[src/rtl/mdio_pkg.sv]
package mdio_pkg;
  localparam int DATA_W   = 16;
  localparam int ADDR_W   = 5;
  localparam int CODE_W   = 4;
  localparam int SLOTS    = 64;
  localparam int SLOT_W   = $clog2(SLOTS);
  localparam int PRE_LEN  = 32;
  localparam int TA_SLOT  = 46;
  localparam int DAT_SLOT = 48;
  localparam int HALF_W   = 5;

  localparam int F_REG   = 0;
  localparam int F_PHY   = 8;
  localparam int F_WR    = 16;
  localparam int F_BUSY  = 17;
  localparam int F_NOPRE = 18;
  localparam int F_DIV   = 20;

  typedef struct packed {
    logic [CODE_W-1:0] div;
    logic              nopre;
    logic              wr;
    logic [ADDR_W-1:0] phy;
    logic [ADDR_W-1:0] regad;
  } mdio_cmd_t;

  function automatic logic [HALF_W-1:0] half_of(input logic [CODE_W-1:0] code);
    logic [HALF_W-1:0] h;
    case (code)
      4'd0:  h = 5'd2;
      4'd1:  h = 5'd3;
      4'd2:  h = 5'd4;
      4'd3:  h = 5'd6;
      4'd4:  h = 5'd8;
      4'd5:  h = 5'd10;
      4'd6:  h = 5'd12;
      4'd7:  h = 5'd14;
      4'd8:  h = 5'd15;
      4'd9:  h = 5'd16;
      4'd10: h = 5'd18;
      4'd11: h = 5'd20;
      4'd12: h = 5'd22;
      4'd13: h = 5'd24;
      4'd14: h = 5'd27;
      default: h = 5'd30;
    endcase
    return h;
  endfunction
endpackage

[src/rtl/mdio_regs.sv]
module mdio_regs
  import mdio_pkg::*;
(
  input  logic              clk,
  input  logic              rst_n,
  input  logic              reg_wr,
  input  logic              reg_sel,
  input  logic [31:0]       reg_wdata,
  input  logic              done,
  input  logic              shift_en,
  input  logic              shift_bit,
  output mdio_cmd_t         cmd,
  output logic              busy,
  output logic              start,
  output logic [DATA_W-1:0] data_q
);
  logic ctrl_wr, data_wr;

  assign ctrl_wr = reg_wr && reg_sel && !busy;
  assign data_wr = reg_wr && !reg_sel && !busy;
  assign start   = ctrl_wr && reg_wdata[F_BUSY];

  always_ff @(posedge clk or negedge rst_n) begin
    if (!rst_n) begin
      cmd    <= '0;
      busy   <= 1'b0;
      data_q <= '0;
    end else begin
      if (ctrl_wr) begin
        cmd.div   <= reg_wdata[F_DIV +: CODE_W];
        cmd.nopre <= reg_wdata[F_NOPRE];
        cmd.wr    <= reg_wdata[F_WR];
        cmd.phy   <= reg_wdata[F_PHY +: ADDR_W];
        cmd.regad <= reg_wdata[F_REG +: ADDR_W];
      end
      if (start)
        busy <= 1'b1;
      else if (done)
        busy <= 1'b0;
      if (data_wr)
        data_q <= reg_wdata[DATA_W-1:0];
      else if (shift_en)
        data_q <= {data_q[DATA_W-2:0], shift_bit};
    end
  end
endmodule

[src/rtl/mdio_clkgen.sv]
module mdio_clkgen
  import mdio_pkg::*;
(
  input  logic              clk,
  input  logic              rst_n,
  input  logic              start,
  input  logic              run,
  input  logic [CODE_W-1:0] code,
  output logic              mdc,
  output logic              rise,
  output logic              fall
);
  logic [HALF_W-1:0] cnt;
  logic [HALF_W-1:0] half;
  logic              tick;

  assign half = half_of(code);
  assign tick = run && (cnt == half - 1'b1);
  assign rise = tick && !mdc;
  assign fall = tick && mdc;

  always_ff @(posedge clk or negedge rst_n) begin
    if (!rst_n) begin
      cnt <= '0;
      mdc <= 1'b0;
    end else if (start) begin
      cnt <= '0;
      mdc <= 1'b0;
    end else if (tick) begin
      cnt <= '0;
      mdc <= !mdc;
    end else if (run) begin
      cnt <= cnt + 1'b1;
    end
  end
endmodule

[src/rtl/mdio_frame.sv]
module mdio_frame
  import mdio_pkg::*;
(
  input  logic              clk,
  input  logic              rst_n,
  input  logic              start,
  input  logic              start_nopre,
  input  mdio_cmd_t         cmd,
  input  logic [DATA_W-1:0] wdata,
  input  logic              rise,
  input  logic              fall,
  input  logic              mdio_i,
  output logic              mdio_o,
  output logic              mdio_oe,
  output logic              done,
  output logic              shift_en,
  output logic              shift_bit,
  output logic [SLOT_W-1:0] idx
);
  logic             active;
  logic [SLOTS-1:0] frame_bits;
  logic [1:0]       opcode;
  logic             drive;

  assign opcode     = cmd.wr ? 2'b01 : 2'b10;
  assign frame_bits = {{PRE_LEN{1'b1}}, 2'b01, opcode, cmd.phy, cmd.regad, 2'b10, wdata};
  assign drive      = active && (cmd.wr || idx < SLOT_W'(TA_SLOT));
  assign mdio_oe    = drive;
  assign mdio_o     = drive ? frame_bits[SLOT_W'(SLOTS-1) - idx] : 1'b0;
  assign done       = active && fall && (idx == SLOT_W'(SLOTS-1));
  assign shift_en   = active && rise && !cmd.wr && (idx >= SLOT_W'(DAT_SLOT));
  assign shift_bit  = mdio_i;

  always_ff @(posedge clk or negedge rst_n) begin
    if (!rst_n) begin
      active <= 1'b0;
      idx    <= '0;
    end else if (start) begin
      active <= 1'b1;
      idx    <= start_nopre ? SLOT_W'(PRE_LEN) : '0;
    end else if (active && fall) begin
      if (idx == SLOT_W'(SLOTS-1)) begin
        active <= 1'b0;
        idx    <= '0;
      end else begin
        idx <= idx + 1'b1;
      end
    end
  end
endmodule

[src/rtl/mdio_master.sv]
module mdio_master
  import mdio_pkg::*;
(
  input  logic              clk,
  input  logic              rst_n,
  input  logic              mdc_en,
  input  logic              reg_wr,
  input  logic              reg_sel,
  input  logic [31:0]       reg_wdata,
  output logic [31:0]       ctrl_rd,
  output logic [DATA_W-1:0] data_rd,
  output logic              mdc,
  output logic              mdio_o,
  output logic              mdio_oe,
  input  logic              mdio_i
);
  mdio_cmd_t         cmd;
  logic              busy, start, done, shift_en, shift_bit, rise, fall;
  logic [SLOT_W-1:0] bit_idx;

  mdio_regs i_regs (
    .clk(clk), .rst_n(rst_n), .reg_wr(reg_wr), .reg_sel(reg_sel),
    .reg_wdata(reg_wdata), .done(done), .shift_en(shift_en),
    .shift_bit(shift_bit), .cmd(cmd), .busy(busy), .start(start),
    .data_q(data_rd)
  );

  mdio_clkgen i_clkgen (
    .clk(clk), .rst_n(rst_n), .start(start), .run(busy && mdc_en),
    .code(cmd.div), .mdc(mdc), .rise(rise), .fall(fall)
  );

  mdio_frame i_frame (
    .clk(clk), .rst_n(rst_n), .start(start),
    .start_nopre(reg_wdata[F_NOPRE]), .cmd(cmd), .wdata(data_rd),
    .rise(rise), .fall(fall), .mdio_i(mdio_i), .mdio_o(mdio_o),
    .mdio_oe(mdio_oe), .done(done), .shift_en(shift_en),
    .shift_bit(shift_bit), .idx(bit_idx)
  );

  always_comb begin
    ctrl_rd                      = '0;
    ctrl_rd[F_REG +: ADDR_W]     = cmd.regad;
    ctrl_rd[F_PHY +: ADDR_W]     = cmd.phy;
    ctrl_rd[F_WR]                = cmd.wr;
    ctrl_rd[F_BUSY]              = busy;
    ctrl_rd[F_NOPRE]             = cmd.nopre;
    ctrl_rd[F_DIV +: CODE_W]     = cmd.div;
  end
endmodule

[config.mk]
export PLATFORM = sky130hd
export DESIGN_NAME = mdio_master
export DESIGN_NICKNAME = d
export VERILOG_FILES = /design/src/rtl/mdio_pkg.sv /design/src/rtl/mdio_regs.sv /design/src/rtl/mdio_clkgen.sv /design/src/rtl/mdio_frame.sv /design/src/rtl/mdio_master.sv
export SDC_FILE = /design/constraint.sdc
export NUM_CORES = 1
export LEC_CHECK = 0
export CORE_AREA = 2 2 83 85
export CTS_CLUSTER_DIAMETER = 150
export DETAILED_ROUTE_END_ITERATION = 10
export DIE_AREA = 0 0 85 87
export PLACE_DENSITY = 0.83
export SYNTH_ARGS = -nofsm -noshare
export SYNTH_HDL_FRONTEND = slang
export SYNTH_SLANG_ARGS = --single-unit
[constraint.sdc]
create_clock -name clk -period 3.9 [get_ports clk]
set_input_delay 0.975 -clock clk [delete_from_list [all_inputs] [get_ports clk]]
set_output_delay 0.975 -clock clk [all_outputs]
set_load 0.01 [all_outputs]
Word-level counts from Yosys, hierarchy flattened

Memories as Yosys holds them, arrays and structs flattened.
Cells that the tools add are included.
Widths: inputs -> output; s select.

Register bits: 46
Memory bits (read-only): 80
Output and inout bits: 51
Memories: 1

Add/subtract/negate cells: 4
Order comparisons: 3
Equal/unequal tests: 2
Multiplexer cells: 20
Reductions and logical operators: 27

Memory list:

| name            | depth | bits a word | read ports | clocked after memory_dff | wr ports | line           | text |
|---|---|---|---|---|---|---|---|
| (no name shown) | 16    | 5           | 1          | 0                        | 0        | mdio_pkg.sv:29 | `case (code)` |

Operators by type and width:

| operator            | number |
|---|---|
| $mux 16             | 2 |
| $mux 6              | 4 |
| $logic_and 1x1->1   | 15 |
| $mux 5              | 3 |
| $reduce_bool 2->1   | 5 |
| $mux 1              | 9 |
| $lt 6x7->1 const B  | 1 |
| $add 6x1->6 const B | 1 |
| $bmux 1 s6          | 1 |
| $eq 6x6->1 const B  | 1 |
| $ge 6x6->1 const B  | 1 |
| $lt 6x6->1 const B  | 1 |
| $sub 6x6->6 const A | 1 |
| $add 5x1->5 const B | 1 |
| $eq 5x5->1          | 1 |
| $sub 5x1->5 const B | 1 |
| $logic_not 1->1     | 4 |
| $reduce_bool 3->1   | 1 |
| $mux 2              | 1 |
| $reduce_and 2->1    | 1 |
| $logic_or 1x1->1    | 1 |

Logic depth before layout (Yosys ltp)

Gate-level depths: netlist of the first run.
An unclocked memory read counts as a cell.

Depth in word-level cells: 10
Depth in mapped cells: 13

By module

From an unflattened synthesis of the first run, not the netlist that was laid out.

Cells, all modules: 260
Area total of the unflattened synthesis: 2991.6 µm²

By module, submodules not included:

| module      | times used | cells each | area an instance (µm²) | sequential area each (µm²) |
|---|---|---|---|---|
| mdio_regs   | 1          | 92         | 1487.7                 | 825.8 |
| mdio_frame  | 1          | 79         | 715.7                  | 175.2 |
| mdio_clkgen | 1          | 71         | 658.1                  | 150.1 |
| mdio_master | 1          | 18         | 130.1                  | 0.0 |

Least setup slack after synthesis of the first run

Ideal clock, no wire load.

Path type: reg2reg
Start: register, netlist name i_regs.cmd[12]
End: register i_frame.idx[3]
Library setup time: 134 ps
Arrival time: 2841 ps
Slack: 925 ps
Stages on the path, launching flop included: 13
Buffers on the path: 1
Cells stage by stage: dfrtp_1 > inv_1 > ha_1 > mux2_2 > a22oi_2 > ha_1 > xnor2_1 > nor3_1 > o21ai_1 > a211o_2 > buf_4 > o41ai_1 > a21oi_1

Word-level cells in the longest chain between the ends: 7

Ends and longest elaborated chain:

| item                               | line              | text |
|---|---|---|
| $mem_v2 16x5                       | --                |  |
| $sub 5x1->5                        | mdio_clkgen.sv:18 | `assign tick = run && (cnt == half - 1'b1);` |
| $eq 5x5->1                         | mdio_clkgen.sv:18 |  |
| $logic_and 1x1->1                  | mdio_clkgen.sv:18 |  |
| $logic_and 1x1->1                  | mdio_clkgen.sv:20 | `assign fall = tick && mdc;` |
| $logic_and 1x1->1                  | mdio_frame.sv:41  | `end else if (active && fall) begin` |
| $reduce_bool 2->1 (no source line) | --                |  |
| end signal, assigned               | mdio_frame.sv:40  | `idx <= start_nopre ? SLOT_W'(PRE_LEN) : '0;` |
| end signal, assigned               | mdio_frame.sv:46  | `idx <= idx + 1'b1;` |
| end, declared                      | mdio_frame.sv:18  | `output logic [SLOT_W-1:0] idx` |

No other way between the ends.
A chain may end at the register's enable or synchronous reset.

Worst setup path in the final report of the first run

Start: register i_frame.idx[0]
End: output port mdio_o

Word-level cells in the longest chain between the ends: 4

Ends and longest elaborated chain:

| item                                                              | line                               | text |
|---|---|---|
| $sub 6x6->6 or $lt 6x6->1 (tied branches)                         | mdio_frame.sv:29, mdio_frame.sv:27 |  |
| $bmux 1 s6 or $logic_or 1x1->1 (tied branches)                    | mdio_frame.sv:29, mdio_frame.sv:27 |  |
| $mux 1 (not written as such) or $logic_and 1x1->1 (tied branches) | mdio_frame.sv:29, mdio_frame.sv:27 |  |
| $mux 1 *                                                          | mdio_frame.sv:29                   | `assign mdio_o = drive ? frame_bits[SLOT_W'(SLOTS-1) - idx] : 1'b0;` |
| end, declared                                                     | mdio_master.sv:13                  | `output logic mdio_o,` |

Every way passes the cells marked *; elsewhere a longest branch is shown, timed or not. The select of a mux whose other input is x is not followed.

==> results.toml, run 1 <==
[setup_path]
r2r_cells = 11
cp_max_fo = 14
worstPathArrival_ps = 2720
r2r_end = "i_frame.idx[3]$_DFFE_PN0P_"
end_kind = "output pin"
max_stage_delay_ps = 580
crit_start = "i_frame.idx[0]$_DFFE_PN0P_"
startpoint_type = "register"
critPathSlowestCell = "dfrtp_2"
worstPathRequired_ps = 2920
critPathKind = "register to output pin"
critical_path.top_delay_family = "multiplexers"
timing.rr.start = "i_regs.cmd[12]$_DFFE_PN0P_"
rrSetupSlack_ps = 580
critPathBufInv = 1
critical_path_cell_count = 5
cpMostUsedCell = "mux4_2"
cp_cell_sequence = "mux4_2 -> mux4_2 -> mux2i_1 -> a21boi_0 -> clkdlybuf4s50_1"
crit_path_end = "mdio_o"

[grt]
track_usage_pct = 21.1
antenna_found_initial = 0
grt_pass1_vias = 2519
overflow = 0
grt_max_degree = 47
grt_pass1_wl_mm = 12.5

[routing]
ant_nets = 0
detail_route.vias_per_cell = 5.86
num_vias = 2697
drt_first_pass_iters = 6
totalWireLength_mm = 7.68
drc_errors = 0
first_iter_violations = 238
wire_per_inst_um = 16.7

[floorplanning]
fp.coreArea_mm2 = 0.00657
rows = 30
die_h_um = 87
start_util_pct = 45.7
die_width_um = 85
dieArea_mm2 = 0.00740
io_pins = 89

[place]
place_hpwl_mm = 5.46
gp_congestion = 0.871
io_buffers = 64

[job]
maxCapViolCount = 0

[sta]
rsz0062_at_grt = "false"
tightest_slew_ps = 1010
period_minus_slack_ps = 3690
fin_crit_sh_pct = 94.7
finalHoldViolCount = 0
fin_worst_skew_ps = 17.2
fin_tns_setup_ps = 0
drv_slew = 0
max_slew_margin_pct = 32.8
setup_violations = 0
fmax_ghz = 0.271

[cts]
post_cts_buffers = 0
ctsResizeCount = 0
cts.clk_slew.worst_paths_ps = 90
cts_made_buffers = 5
cts_hold_buf = 0
worstSkewPairLatency_ps = 300
tritoncts = "built"
htree_levels = 2
clock-sinks = 46
root_buffer = "clkbuf_8"
clock_path_buffers = 2

[synth]
synth_edf_count = 0
synth_ff_type = "dfrtp_1"
synth_largest_area_cell = "dfrtp_1"
synth.distinct_cells = 54
syn_area_mm2 = 0.00300
async_reset_ff_share_pct = 100
yosysSeqAreaShare_pct = 38.3
synth_top_area_share_pct = 38.3
yosysWarnings = 0
syn_inst = 330
ys_seq_elements = 46
syn_area_per_cell_um2 = 9.10
ys_top_cells_by_area = "dfrtp_1, nand2_1, mux4_2"

[power]
power_density_mw_per_mm2 = 722
ir_worst_vdd_mv = 0.465
power.leakage_nw = 1.46

[final_layout]
drive_above_1_share_pct = 8.16
diodes = 0
fin_util_pct = 55.9
nNetsFinal = 427
mostFrequentLayoutCell = "clkdlybuf4s50_1"
final_cell_mix = "clkdlybuf4s50_1, nand2_1, dfrtp_1, nor2_1"
syn_to_final_growth_pct = 22.3

[hold_path]
hp-class = "register to register"

[status]
status = "completed"
-- stage by stage --
stage / cell area [µm²] / hold slack [ps] / power (mW) / setup WS (ps) / cells
after global routing: 3670 / 527 / 2.83 / 158 / 460
after floorplan: 3060 / 507 / 1.79 / 925 / 344
after detailed placement: 3590 / 471 / 2.36 / 324 / 453
final: 3670 / 489 / 2.65 / 207 / 460
after global placement: 3590 / 462 / 2.30 / 354 / 453
after CTS: 3670 / 492 / 2.64 / 2.64 / 460
-- worst min path at each step --
stage | start | to | slack (ps) | cells after the start
after global routing | i_regs.cmd[11]$_DFFE_PN0P_ | i_regs.cmd[11]$_DFFE_PN0P_ | 530 | 2
final | i_regs.cmd[11]$_DFFE_PN0P_ | i_regs.cmd[11]$_DFFE_PN0P_ | 490 | 2
after global placement | i_regs.cmd[11]$_DFFE_PN0P_ | i_regs.cmd[11]$_DFFE_PN0P_ | 460 | 2
after detailed placement | i_regs.cmd[11]$_DFFE_PN0P_ | i_regs.cmd[11]$_DFFE_PN0P_ | 470 | 2
after CTS | i_regs.cmd[11]$_DFFE_PN0P_ | i_regs.cmd[11]$_DFFE_PN0P_ | 490 | 2
after floorplan | i_frame.active$_DFFE_PN0P_ | i_frame.active$_DFFE_PN0P_ | 510 | 1
-- area by class of cell --
cell class | instances | area, µm²
Fill cell | 596 | 2900
Multi-Input combinational cell | 255 | 1660
Sequential cell | 46 | 1150
Timing Repair Buffer | 69 | 673
Tap cell | 80 | 100
Clock buffer | 6 | 72.6
Inverter | 3 | 11.3
Clock inverter | 1 | 7.51
-- Yosys cell counts (3+ instances only) --
| library cell | number |
|---|---|
| inv_1 | 3 |
| o21ai_1 | 3 |
| buf_2 | 4 |
| buf_4 | 20 |
| buf_1 | 3 |
| xor2_1 | 4 |
| clkbuf_1 | 12 |
| nor2_1 | 23 |
| o21a_1 | 3 |
| mux2i_1 | 3 |
| a31oi_1 | 19 |
| xnor2_1 | 4 |
| nand3_1 | 6 |
| nand4_1 | 19 |
| and2_1 | 5 |
| o31ai_1 | 18 |
| a21oi_1 | 7 |
| mux4_2 | 8 |
| and3_1 | 3 |
| nor3_1 | 8 |
| o21ai_0 | 8 |
| nand2b_1 | 6 |
| nand2_1 | 53 |
| ha_1 | 9 |
| dfrtp_1 | 46 |
-- worst reg2reg max path, cell delays in order, from the launching register on --
cell and delay, ps:
dfrtp_1 440, inv_1 140, ha_1 250, mux2_2 280, a22oi_2 250, ha_1 250
xnor2_1 100, nor3_1 310, o21ai_1 190, a211o_2 480, o41ai_1 400, a21oi_1 100
-- where the power goes --
group | switching, mW | leakage [nW] | internal [mW] | total (mW)
Combinational | 0.794 | 0.880 | 0.688 | 1.48
Clock | 0.159 | 0.0373 | 0.123 | 0.282
Sequential | 0.239 | 0.547 | 0.648 | 0.886
-- metal layers --
layer | share of wire, % | track usage [%] | vias up
li1 | - | - | 1267
met1 | 40 | 27.9 | 1291
met2 | 52 | 37.0 | 129
met3 | 6.8 | 2.46 | 10
met4 | 1.3 | 5.19 | 0
met5 | 0 | 0 | -
-- registers in the layout (all words and copies together) (netlist names) --
signal	flops
i_regs.cmd	16
i_regs.data_q	16
i_frame.idx	6
i_clkgen.cnt	5
i_clkgen.mdc	1
i_frame.active	1
i_regs.busy	1
-- cells by family after synthesis --
| group | count (synthesis) | synth area share (%) |
|---|---|---|
| AOI/OAI and AO/OA | 76 | 17.7 |
| xor gates and xnor gates | 9 | 2.87 |
| adders and majority gates | 9 | 3.75 |
| buffers and inverters | 43 | 8.29 |
| DFF | 46 | 38.3 |
| muxes | 12 | 7.37 |
| other | 1 | 0.125 |
| and+or+nand+nor | 134 | 21.5 |
No activity file was read; power rests on OpenSTA's default activity.
==> inputs of run 2 (changes only) <==
--- a/config.mk
+++ b/config.mk
@@ -5,11 +5,11 @@
 export SDC_FILE = /design/constraint.sdc
 export NUM_CORES = 1
 export LEC_CHECK = 0
-export CORE_AREA = 2 2 83 85
+export CORE_AREA = 2 2 79 81
 export CTS_CLUSTER_DIAMETER = 150
 export DETAILED_ROUTE_END_ITERATION = 10
-export DIE_AREA = 0 0 85 87
-export PLACE_DENSITY = 0.83
+export DIE_AREA = 0 0 81 83
+export PLACE_DENSITY = 0.9
 export SYNTH_ARGS = -nofsm -noshare
 export SYNTH_HDL_FRONTEND = slang
 export SYNTH_SLANG_ARGS = --single-unit
==> constraint.sdc (replaced) <==
create_clock -name clk -period 4.7 [get_ports clk]
set_input_delay 1.175 -clock clk [delete_from_list [all_inputs] [get_ports clk]]
set_output_delay 1.175 -clock clk [all_outputs]
set_load 0.01 [all_outputs]
==> results.toml, run 2 (synthesis results as in run 1) <==
[routing]
detail_route.vias_per_cell = 6.17
ant_nets = 0
first_iter_violations = 457
num_vias = 2806
drc_errors = 0
wire_per_inst_um = 17.4
drt_first_pass_iters = 5
totalWireLength_mm = 7.94

[final_layout]
final_cell_mix = "clkdlybuf4s50_1, nand2_1, dfrtp_1, nor2_1"
fin_area_mm2 = 0.00367
nNetsFinal = 426
reg_top3 = "i_regs.cmd x16, i_regs.data_q x16, i_frame.idx x6"
diodes = 0
drive_above_1_share_pct = 8.16
mostFrequentLayoutCell = "clkdlybuf4s50_1"
syn_to_final_growth_pct = 22.2

[grt]
grt_pass1_vias = 2561
overflow = 0
track_usage_pct = 24.4
grt_max_degree = 47
grt_pass1_wl_mm = 12.9
antenna_found_initial = 0

[cts]
htree_levels = 2
cts_made_buffers = 5
cts_hold_buf = 0
worstSkewPairLatency_ps = 320
post_cts_buffers = 0
ctsResizeCount = 0
clock-sinks = 46
root_buffer = "clkbuf_8"
clock_path_buffers = 2
tritoncts = "built"
cts.clk_slew.worst_paths_ps = 100

[sta]
fin_ws_ps = 604
drv_slew = 0
max_slew_margin_pct = 32.2
fin_tns_setup_ps = 0
setup_violations = 0
tightest_slew_ps = 1020
finalHoldViolCount = 0
rsz0062_at_grt = "false"
fin_worst_skew_ps = 14.3
period_minus_slack_ps = 4100
fin_crit_sh_pct = 87.1
fmax_ghz = 0.244

[place]
io_buffers = 64
placed_area_mm2 = 0.00358
gp_congestion = 0.892
post-place-ws_ps = 944
place_hpwl_mm = 5.50

[setup_path]
critPathBufInv = 1
startpoint_type = "register"
cpMostUsedCell = "mux4_2"
critPathSlowestCell = "dfrtp_1"
worstPathRequired_ps = 3520
cp_max_fo = 14
end_kind = "output pin"
cp_cell_sequence = "mux4_2 -> mux4_2 -> mux2i_1 -> a21boi_0 -> clkdlybuf4s50_1"
max_stage_delay_ps = 740
worstPathArrival_ps = 2920
critPathKind = "register to output pin"
critical_path.top_delay_family = "multiplexers"

[floorplanning]
start_util_pct = 51.6
die_width_um = 81
io_pins = 89
fp.coreArea_mm2 = 0.00582
die_h_um = 83
dieArea_mm2 = 0.00672
rows = 28

[status]
status = "completed"

[power]
ir_worst_vdd_mv = 0.327
power_density_mw_per_mm2 = 609
power.leakage_nw = 1.46
power_mw = 2.23

[job]
maxCapViolCount = 0

[hold_path]
hp-class = "register to register"
-- run 2: changes by cell type in the layout (fill, tap and decap cells not counted) --
cell	before	now
clkinvlp_4	1	2
buf_4	5	4
inv_6	0	1
dfrtp_1	45	46
clkbuf_1	1	0
dfrtp_2	1	0
-- run 2: metrics by stage --
step	hold WS, ps	util (%)	std cells
6_report	497	63.1	455
3_3_place_gp	468	61.5	447
5_1_grt	529	63.1	455
2_1_floorplan	507	-	344
4_1_cts	494	63.1	455
3_5_place_dp	466	61.5	447
-- run 2: layout make-up --
type / instances / area, µm²
tap: 75 / 93.8
fill: 482 / 2150
clock inverter: 3 / 23.8
multi-input combinational: 255 / 1660
inverter: 3 / 11.3
timing repair buffer: 68 / 666
clock buffer: 5 / 68.8
sequential: 46 / 1150
-- run 2: final timing paths --
| check | startpoint | endpoint | slack (ps) | cells past startpoint |
|---|---|---|---|---|
| min in group asynchronous | rst_n | i_regs.cmd[11]$_DFFE_PN0P_ | 1020 | 1 |
| hold / removal | i_regs.cmd[11]$_DFFE_PN0P_ | i_regs.cmd[11]$_DFFE_PN0P_ | 500 | 2 |
| hold reg to reg | i_regs.cmd[11]$_DFFE_PN0P_ | i_regs.cmd[11]$_DFFE_PN0P_ | 500 | 2 |
| max in group asynchronous | rst_n | i_clkgen.cnt[2]$_DFFE_PN0P_ | 3050 | 1 |
| setup / recovery | i_frame.idx[0]$_DFFE_PN0P_ | mdio_o | 600 | 5 |
| setup reg to reg | i_regs.cmd[12]$_DFFE_PN0P_ | i_frame.active$_DFFE_PN0P_ | 1160 | 11 |
-- run 2: report_power, final --
group	internal, mW	switching (mW)	leakage [nW]
sequential	0.536	0.202	0.549
combinational	0.571	0.666	0.874
clock	0.107	0.152	0.0408
-- run 2: layer usage --
| layer | vias to the layer above | global-route usage, % | wire (µm) |
|---|---|---|---|
| met2 | 169 | 36.4 | 3840 |
| met3 | 21 | 4.89 | 695 |
| met1 | 1349 | 34.9 | 3220 |
| met5 | - | 0 | 0 |
| li1 | 1267 | - | - |
| met4 | 0 | 9.71 | 190 |
-- run 2: worst min-delay path: cells and delay by family, from the launching register on --
kind	cells	cell delay, ps
flip-flops	1	360
AND/OR/NAND/NOR	2	110
==> inputs of run 3 (changes only) <==
--- a/config.mk
+++ b/config.mk
@@ -6,7 +6,6 @@
 export NUM_CORES = 1
 export LEC_CHECK = 0
 export CORE_AREA = 2 2 79 81
-export CTS_CLUSTER_DIAMETER = 150
 export DETAILED_ROUTE_END_ITERATION = 10
 export DIE_AREA = 0 0 81 83
 export PLACE_DENSITY = 0.9
==> constraint.sdc (replaced) <==
create_clock -name clk -period 4.7 [get_ports clk]
set_input_delay 1.175 -clock clk [delete_from_list [all_inputs] [get_ports clk]]
set_output_delay 1.175 -clock clk [all_outputs]
set_load 0.02 [all_outputs]
==> results.toml, run 3 (synthesis results as in run 1) <==
[sta]
period_minus_slack_ps = 4160
fin_worst_skew_ps = 8.54
setup_violations = 0
drv_slew = 0
fin_tns_setup_ps = 0
fmax_ghz = 0.240
fin_crit_sh_pct = 88.5
max_slew_margin_pct = 29.7
rsz0062_at_grt = "false"
tightest_slew_ps = 1050
finalHoldViolCount = 0

[power]
power_mw = 2.36
power_density_mw_per_mm2 = 640
ir_worst_vdd_mv = 0.398
power.leakage_nw = 1.48

[final_layout]
syn_to_final_growth_pct = 22.6
mostFrequentLayoutCell = "clkdlybuf4s50_1"
reg_top3 = "i_regs.cmd x16, i_regs.data_q x16, i_frame.idx x6"
diodes = 0
final_cell_mix = "clkdlybuf4s50_1, nand2_1, dfrtp_1, nor2_1"
n_fill_cell = 510
drive_above_1_share_pct = 8.16
nNetsFinal = 426

[setup_path]
r2r_end = "i_frame.active$_DFFE_PN0P_"
end_kind = "output pin"
crit_start = "i_frame.idx[0]$_DFFE_PN0P_"
worstPathArrival_ps = 2980
rrSetupSlack_ps = 1140
cp_max_fo = 14
critPathKind = "register to output pin"
timing.rr.start = "i_regs.cmd[12]$_DFFE_PN0P_"
startpoint_type = "register"
worstPathRequired_ps = 3520
r2r_cells = 11
crit_path_end = "mdio_o"

[routing]
detail_route.vias_per_cell = 6.07
totalWireLength_mm = 7.78
drt_first_pass_iters = 5
wire_per_inst_um = 17.1
ant_nets = 0
drc_errors = 0
first_iter_violations = 308
num_vias = 2763

[floorplanning]
die_h_um = 83
die_width_um = 81
rows = 28
start_util_pct = 51.6
fp.coreArea_mm2 = 0.00582
dieArea_mm2 = 0.00672
io_pins = 89

[status]
status = "completed"

[hold_path]
hp-class = "register to register"

[cts]
worstSkewPairLatency_ps = 310
cts_hold_buf = 0
root_buffer = "clkbuf_8"
htree_levels = 2
clock-sinks = 46
ctsResizeCount = 0
post_cts_buffers = 0
cts.clk_slew.worst_paths_ps = 90
clock_path_buffers = 2
cts_made_buffers = 5
tritoncts = "built"

[place]
io_buffers = 64
place_hpwl_mm = 5.46
gp_congestion = 0.879

[job]
maxCapViolCount = 0

[grt]
grt_max_degree = 47
overflow = 0
track_usage_pct = 23.9
grt_pass1_vias = 2579
grt_pass1_wl_mm = 12.8
antenna_found_initial = 0
## run 3: cell types whose count changed in the layout (fill, tap and decap cells not counted), sizes merged
| cell | change |
|---|---|
| clkinvlp | -2 |
| clkbuf | +2 |
| clkinv | +1 |
| inv | -1 |
## run 3: layout make-up
class                   instances  area (µm²)  area share, %
multi-input cells             255        1660           45.0
flip-flops and latches         46        1150           31.3
repair buffers                 68         666           18.1
clock buffers                   7        96.3           2.62
well taps                      75        93.8           2.55
inverters                       3        11.3          0.306
clock inverters                 1        8.76          0.238
## run 3: worst min path at each step
stage | from | endpoint | slack, ps | depth (start not counted)
CTS | i_regs.cmd[11]$_DFFE_PN0P_ | i_regs.cmd[11]$_DFFE_PN0P_ | 510 | 2
floorplan | i_frame.active$_DFFE_PN0P_ | i_frame.active$_DFFE_PN0P_ | 510 | 1
detailed placement | i_regs.cmd[11]$_DFFE_PN0P_ | i_regs.cmd[11]$_DFFE_PN0P_ | 480 | 2
global route | i_regs.cmd[11]$_DFFE_PN0P_ | i_regs.cmd[11]$_DFFE_PN0P_ | 540 | 2
global placement | i_regs.cmd[11]$_DFFE_PN0P_ | i_regs.cmd[11]$_DFFE_PN0P_ | 470 | 2
finish | i_regs.cmd[11]$_DFFE_PN0P_ | i_regs.cmd[11]$_DFFE_PN0P_ | 500 | 2
## run 3: metal layers
layer,up-vias,part of all wire (%),track usage [%],routed length (µm)
li1,1278,-,-,-
met1,1332,43,34.2,3350
met2,142,48,37.3,3730
met3,11,7.5,3.15,581
met4,0,1.5,8.32,119
met5,-,0,0,0
## run 3: worst max-delay path, cell delays in order, from the launching register on
cell	delay, ps
dfrtp_1	760
mux4_2	600
mux4_2	490
mux2i_1	150
a21boi_0	120
clkdlybuf4s50_1	550
## run 3: stage by stage
stage	utilization (%)	instance area [µm²]	setup WS (ps)	hold slack, ps	std cells
6_report	63.3	3680	541	505	455
5_1_grt	63.3	3680	418	540	455
4_1_cts	63.3	3680	526	507	455
3_5_place_dp	61.5	3580	873	476	447
3_3_place_gp	61.5	3580	902	472	447
2_1_floorplan	-	3060	1580	507	344
## run 3: report_power, final
| group | switching, mW | leakage (nW) | internal (mW) | total, mW |
|---|---|---|---|---|
| sequential | 0.199 | 0.549 | 0.536 | 0.735 |
| clock | 0.145 | 0.0544 | 0.135 | 0.280 |
| combinational | 0.771 | 0.874 | 0.571 | 1.34 |
